==> config.mk <==
export PLATFORM = sky130hd
export DESIGN_NAME = nib_table_reader
export DESIGN_NICKNAME = d
export VERILOG_FILES = /design/src/rtl/ntr_pkg.sv /design/src/rtl/ntr_ctrl.sv /design/src/rtl/ntr_datapath.sv /design/src/rtl/nib_table_reader.sv
export SDC_FILE = /design/constraint.sdc
export NUM_CORES = 1
export LEC_CHECK = 0
export ABC_AREA = 0
export BUFFER_PORTS_ARGS = -buffer_cell sky130_fd_sc_hd__buf_2
export CORE_MARGIN = 1
export CORE_UTILIZATION = 46
export CTS_BUF_LIST = sky130_fd_sc_hd__clkbuf_8
export DETAILED_ROUTE_END_ITERATION = 12
export PLACE_DENSITY = 0.78
export SLEW_MARGIN = 20
export SYNTH_ARGS = -nofsm -noshare
export SYNTH_HDL_FRONTEND = slang
export SYNTH_SLANG_ARGS = --single-unit
==> constraint.sdc <==
create_clock -name clk -period 1.4 [get_ports clk]
set_input_delay 0.07 -clock clk [delete_from_list [all_inputs] [get_ports clk]]
set_output_delay 0.07 -clock clk [all_outputs]
set_load 0.02 [all_outputs]
==> src/rtl/ntr_pkg.sv <==
package ntr_pkg;
  localparam int NIB_W     = 4;
  localparam int PTR_W     = 12;
  localparam int NIB_CNT   = PTR_W / NIB_W;
  localparam int ROM_DEPTH = 3072;

  // Strobes passed from control to datapath each cycle
  typedef struct packed {
    logic [NIB_CNT-1:0] loadMask;  // one bit per pointer nibble
    logic               bump;      // step pointer after this cycle's read
    logic               capture;   // a read is issued this cycle
    logic               pickHigh;  // the read wants bits of the upper half
  } ntrCtl_t;
endpackage

==> src/rtl/ntr_ctrl.sv <==
module ntr_ctrl
  import ntr_pkg::*;
(
  input  logic    clk,
  input  logic    rstN,
  input  logic    ldLo,
  input  logic    ldMid,
  input  logic    ldHi,
  input  logic    rdLo,
  input  logic    rdHi,
  output ntrCtl_t ctl,
  output logic    validQ,
  output logic    highQ
);
  always_comb begin
    ctl          = '0;
    ctl.loadMask = {ldHi, ldMid, ldLo};
    ctl.capture  = rdLo | rdHi;
    ctl.pickHigh = rdHi;          // high read wins when both are strobed
    ctl.bump     = rdHi;
  end

  always_ff @(posedge clk or negedge rstN) begin
    if (!rstN) begin
      validQ <= 1'b0;
      highQ  <= 1'b0;
    end else begin
      validQ <= ctl.capture;
      highQ  <= ctl.pickHigh;
    end
  end
endmodule

==> src/rtl/ntr_datapath.sv <==
module ntr_datapath
  import ntr_pkg::*;
#(
  parameter int NibW     = NIB_W,
  parameter int PtrW     = PTR_W,
  parameter int RomDepth = ROM_DEPTH
) (
  input  logic            clk,
  input  logic            rstN,
  input  logic [NibW-1:0] wrData,
  input  ntrCtl_t         ctl,
  input  logic            validQ,
  input  logic            highQ,
  input  logic [2*NibW-1:0] romData,
  output logic [PtrW-1:0] romAddr,
  output logic [NibW-1:0] accOut
);
  localparam int NibCnt = PtrW / NibW;
  localparam logic [PtrW-1:0] LastAddr = PtrW'(RomDepth - 1);

  logic [PtrW-1:0] dpQ;
  logic [PtrW-1:0] stepped;
  logic [PtrW-1:0] base;
  logic [PtrW-1:0] dpNext;
  logic            outOfRangeQ;

  assign stepped = (dpQ >= LastAddr) ? '0 : dpQ + PtrW'(1);
  assign base    = ctl.bump ? stepped : dpQ;

  // Per-nibble write overrides the stepped value
  for (genvar g = 0; g < NibCnt; g++) begin : gNib
    assign dpNext[g*NibW +: NibW] = ctl.loadMask[g] ? wrData : base[g*NibW +: NibW];
  end

  always_ff @(posedge clk or negedge rstN) begin
    if (!rstN) begin
      dpQ         <= '0;
      outOfRangeQ <= 1'b0;
    end else begin
      dpQ         <= dpNext;
      outOfRangeQ <= ctl.capture && (dpQ > LastAddr);
    end
  end

  assign romAddr = dpQ;

  always_comb begin
    if (!validQ || outOfRangeQ) accOut = '0;
    else if (highQ)             accOut = romData[2*NibW-1:NibW];
    else                        accOut = romData[NibW-1:0];
  end
endmodule

==> src/rtl/nib_table_reader.sv <==
module nib_table_reader
  import ntr_pkg::*;
(
  input  logic             clk,
  input  logic             rstN,
  input  logic [NIB_W-1:0] wrData,
  input  logic             ldLo,
  input  logic             ldMid,
  input  logic             ldHi,
  input  logic             rdLo,
  input  logic             rdHi,
  output logic [PTR_W-1:0] romAddr,
  input  logic [2*NIB_W-1:0] romData,
  output logic [NIB_W-1:0] accOut,
  output logic             accValid
);
  ntrCtl_t ctl;
  logic    highQ;

  ntr_ctrl uCtrl (
    .clk(clk), .rstN(rstN),
    .ldLo(ldLo), .ldMid(ldMid), .ldHi(ldHi),
    .rdLo(rdLo), .rdHi(rdHi),
    .ctl(ctl), .validQ(accValid), .highQ(highQ)
  );

  ntr_datapath uPath (
    .clk(clk), .rstN(rstN), .wrData(wrData), .ctl(ctl),
    .validQ(accValid), .highQ(highQ), .romData(romData),
    .romAddr(romAddr), .accOut(accOut)
  );
endmodule

Word level (Yosys, flattened, before mapping). Index checks and enable logic that the tools add are counted.

Register bits: 15. Bits of input ports: 19. Output and inout bits: 17.

$add $sub $neg: 1. Order comparisons: 2. Mux-type cells: 7. Bitwise gates (word level): 1. Reductions and logical operators: 6.

Operators by type and width (number): $mux 12 (2); $mux 4 (5); $add 12x1->12 const B (1); $ge 12x12->1 const B (1); $gt 12x12->1 const B (1); $reduce_bool 2->1 (3); $logic_and 1x1->1 (1); $logic_not 1->1 (1); $logic_or 1x1->1 (1); $or 1x1->1 (1).

Logic depth before layout (Yosys ltp).
Word-level depth: 4. Gate-level depth with buffers: 5. Depth with buffers taken out: 5.

Modules after synthesis. From an unflattened synthesis, not the netlist that was laid out.

Cell total of the unflattened synthesis: 113. Area, all modules: 1013.5 um^2.

Modules (own cells, without submodules): ntr_datapath (instances 1, cells each 105, area an instance 919.6 um^2); ntr_ctrl (instances 1, cells each 8, area an instance 93.8 um^2).

Least setup slack after synthesis. Ideal clock, no wire load.

Path type: register to register. Start: register uPath.dpQ[0], in the netlist uPath.romAddr[0]. End: register uPath.dpQ[3], in the netlist uPath.romAddr[3]. Setup time: 124 ps. Data arrival time: 1504 ps. Setup slack: -228 ps. Cell stages (with the launch flop): 6. Buffers on the path: 0. Clock period less this slack: 1628 ps. Path through: dfrtp_1 ha_1 nand3_1 o31ai_2 a21oi_1 o31a_1.

Longest elaborated chain between the ends: 4. Elaborated cells between the ends (all ways): 5. Classes of those cells: add/sub (1); order compare (1); mux (3).

RTL lines: from (decl) (line ntr_datapath.sv:21) `logic [PtrW-1:0] dpQ;`; from (signal assigned) (line ntr_datapath.sv:40) `dpQ <= dpNext;`; $add 12x1->12 or $ge 12x12->1 (tied branches) (line ntr_datapath.sv:27) `assign stepped = (dpQ >= LastAddr) ? '0 : dpQ + PtrW'(1);`; $mux 12 (*) (line ntr_datapath.sv:27); $mux 12 (*) (line ntr_datapath.sv:28) `assign base = ctl.bump ? stepped : dpQ;`; $mux 4 (*) (line ntr_datapath.sv:32) `assign dpNext[g*NibW +: NibW] = ctl.loadMask[g] ? wrData : base[g*NibW +: NibW];`.

Mark *: on every way between the ends. The rest lies on a longest branch, timed or not. The select of a mux whose other input is x is not followed. A chain may end at the register's enable or synchronous reset.

Final worst setup path.
Start: register uPath.dpQ[0], in the netlist uPath.romAddr[0]. End: register uPath.dpQ[10], in the netlist uPath.romAddr[10].

Same word-level chain as after synthesis.

==> results.py <==
metrics = {
    "outcome": {
        "status": "finished with violations",
        "violations": "negative setup slack",
    },
    "detailed_routing": {
        "via_count": 1151,
        "viasPerCell": 5.96,
        "wl_mm": 2.98,
        "drtIter0Drc": 60,
        "wl_per_cell_um": 15.4,
        "drc": 0,
        "drt_pass1_iterations": 4,
        "ant_nets": 0,
    },
    "logic_synthesis": {
        "synth-compound-area-share_pct": 25.5,
        "synth_fp_nets": 135,
        "synth_edf_count": 0,
        "synthXorXnorAreaFrac_pct": 0,
        "synth.top_cell.area_share_pct": 37.6,
        "synth_seq_cells": 15,
        "syn_area_per_cell_um2": 8.67,
        "synth_seq_area_share_pct": 37.6,
        "synthCells": 115,
        "synthFlopType": "dfrtp_1",
        "yosys.area.top_type": "dfrtp_1",
        "synthTopCellsByArea": "dfrtp_1 (38%), nand2_1 (4.9%), mux2i_1 (4.0%), a21oi_1 (3.0%), o21ai_0 (3.0%)",
        "synthSimpleGateAreaFrac_pct": 26.5,
        "synthAdderAreaFrac_pct": 1.25,
        "synth_mux_area_share_pct": 4.02,
        "yosys_warnings": 0,
        "ys_types": 46,
        "synth_top_family_by_area": "simple AND/OR/NAND/NOR gates",
        "syn_area_um2": 997,
        "async_reset_ff_share_pct": 100,
    },
    "final_layout": {
        "nets": 187,
        "drive_above_1_share_pct": 48.2,
        "antenna_cells": 0,
        "syn2layout_area_growth_pct": 43.9,
    },
    "clock_network": {
        "htree_levels": 1,
        "insertion_delay_ns": 0.25,
        "clk_pin_slew_ns": 0.06,
        "cts_tree": "done",
        "numCtsBuffers": 3,
        "cts_root_buf": "clkbuf_8",
        "clock-sinks": 15,
        "cts_max_path_buffers": 2,
    },
    "die": {
        "dieHeight_um": 48.6,
        "dieArea_mm2": 0.00236,
        "core_area_mm2": 0.00200,
        "rows": 16,
        "die_x_um": 48.6,
        "initial_utilization_pct": 49.8,
        "ioPinCount": 36,
    },
    "timing": {
        "relSlewSlack_pct": 76.5,
        "period_minus_slack_ns": 1.44,
        "fin_crit_sh_pct": 103,
        "whs_ns": 0.0149,
        "fmax_ghz": 0.694,
        "maxSlewViolCount": 0,
        "worst_slack_ns": -0.0415,
        "setup_viol": 5,
        "hold_viol": 0,
        "fin_skew_ns": 0.00198,
        "rsz0062_at_grt": "true",
        "tightest_slew_ns": 0.352,
    },
    "worst_setup_path": {
        "arrival_ns": 1.61,
        "worst-endpoint-required_ns": 1.57,
        "crit_type": "reg2reg",
        "critPathLaunchType": "flip-flop",
        "worstSetupEndpointType": "flip-flop",
        "cp_max_fo": 5,
    },
    "power_and_ir_drop": {
        "ir_worst_vdd_uv": 744,
        "leakagePower_nw": 0.638,
        "p_per_area_mw_per_mm2": 977,
    },
    "placed_design": {
        "gp_congestion": 0.964,
        "port_buffers": 35,
        "dp_worst_setup_slack_ns": -0.0527,
        "dp_hpwl_mm": 2.19,
    },
    "global_routing": {
        "grt_pass1_wl_mm": 4.80,
        "grt_util_met2_pct": 41.5,
        "antenna_found_initial": 0,
        "grt.met3_usage_pct": 4.40,
        "grt_max_degree": 16,
        "overflow": 0,
        "grt_pass1_vias": 987,
        "grt_use_met1_pct": 35.4,
        "busiest_layer": "met2",
        "grt_usage_pct": 26.9,
    },
    "job": {
        "maxCapViolations": 0,
    },
    "worst_hold_path": {
        "hold_class": "in2reg",
    },
}
==> critical path, stage by stage (launching register included) <==
cell and delay, ns:
dfrtp_2 0.45, ha_4 0.19, nand3_4 0.12, nor3_2 0.06, or3b_1 0.34, a32oi_1 0.19
==> registers in the layout, indices dropped and copies added (netlist names) <==
name	flops
uPath.outOfRangeQ	1
uPath.romAddr	12
uCtrl.highQ	1
uCtrl.validQ	1
==> cells in the mapped netlist, types with 3 or more instances <==
cell     count
dfrtp_1     15
nand3_1      5
nand2_1     13
a21oi_1      6
o21ai_0      6
nor3_1       3
nand4_1      3
and2_1       3
mux2i_1      4
inv_1        5
nor2_1       8
==> metrics by stage <==
step	cells	util (%)	total power, mW	setup TNS, ns	cell area [µm²]
2_1_floorplan	115	-	0.824	0	1050
3_3_place_gp	183	65.9	0.986	0	1320
3_5_place_dp	183	65.9	1.00	-0.0527	1320
4_1_cts	190	69.6	1.38	-0.0929	1390
5_1_grt	193	71.7	1.46	-0.526	1440
6_report	193	71.7	1.40	-0.0807	1440
==> layout by cell type (no fill, tap or decap), drive strengths merged, types with 2 or more instances in the layout <==
| cell | n |
|---|---|
| a21oi | 6 |
| a31oi | 2 |
| and2 | 3 |
| buf | 52 |
| clkbuf | 3 |
| dfrtp | 15 |
| inv | 5 |
| mux2i | 4 |
| nand2 | 13 |
| nand2b | 2 |
| nand3 | 6 |
| nand4 | 4 |
| nor2 | 8 |
| nor3 | 3 |
| nor3b | 2 |
| nor4 | 2 |
| o21ai | 8 |
| o31a | 2 |
| o31ai | 3 |
| o41ai | 3 |
| or3b | 2 |
==> cell type report <==
type                       instances  area (µm²)
multi-input combinational         89         637
clock inverter                     1        5.00
inverter                           5        18.8
sequential                        15         387
fill                             155         567
tap                               27        33.8
timing repair buffer              53         313
clock buffer                       3        41.3
==> logic make-up after synthesis <==
| group | count (synthesis) |
|---|---|
| simple gates | 49 |
| buf+inv | 11 |
| fa+ha+maj | 1 |
| compound gates | 35 |
| mux | 4 |
| flops | 15 |
==> metal layers <==
metal | part of all wire [%] | wire length, µm
met2 | 46 | 1360
met4 | 2.1 | 63
met1 | 44 | 1310
met3 | 8.0 | 239
met5 | 0 | 0
==> what timing repair did <==
| item | CTS | global route |
|---|---|---|
| endpoints found under the hold margin | 15 | 0 |
| gates resized for setup | 1 | 8 |
| hold buffers | 1 | 0 |
| pin swaps | 1 | 4 |
| endpoints found under the setup margin | 2 | 9 |
| buffers inserted | 2 | 3 |
==> final timing paths <==
check | start | to | slack (ns) | depth (start not counted)
worst min register to register | uPath.romAddr[7] | uPath.romAddr[7] | 0.64 | 2
worst max register to register | uPath.romAddr[0] | uPath.romAddr[10] | -0.04 | 5
max in group asynchronous | rstN | uPath.romAddr[11] | 0.86 | 2
worst min-delay path | rdLo | uCtrl.validQ | 0.01 | 2
worst max-delay path | uPath.romAddr[0] | uPath.romAddr[10] | -0.04 | 5
min in group asynchronous | rstN | uCtrl.validQ | 0.26 | 2
==> report_power, final <==
group	total, mW	internal (mW)	switching [mW]	leakage [nW]
clock	0.365	0.198	0.168	0.0255
sequential	0.560	0.485	0.0755	0.168
combinational	0.476	0.212	0.264	0.445
No activity file was read; power rests on OpenSTA's default activity.
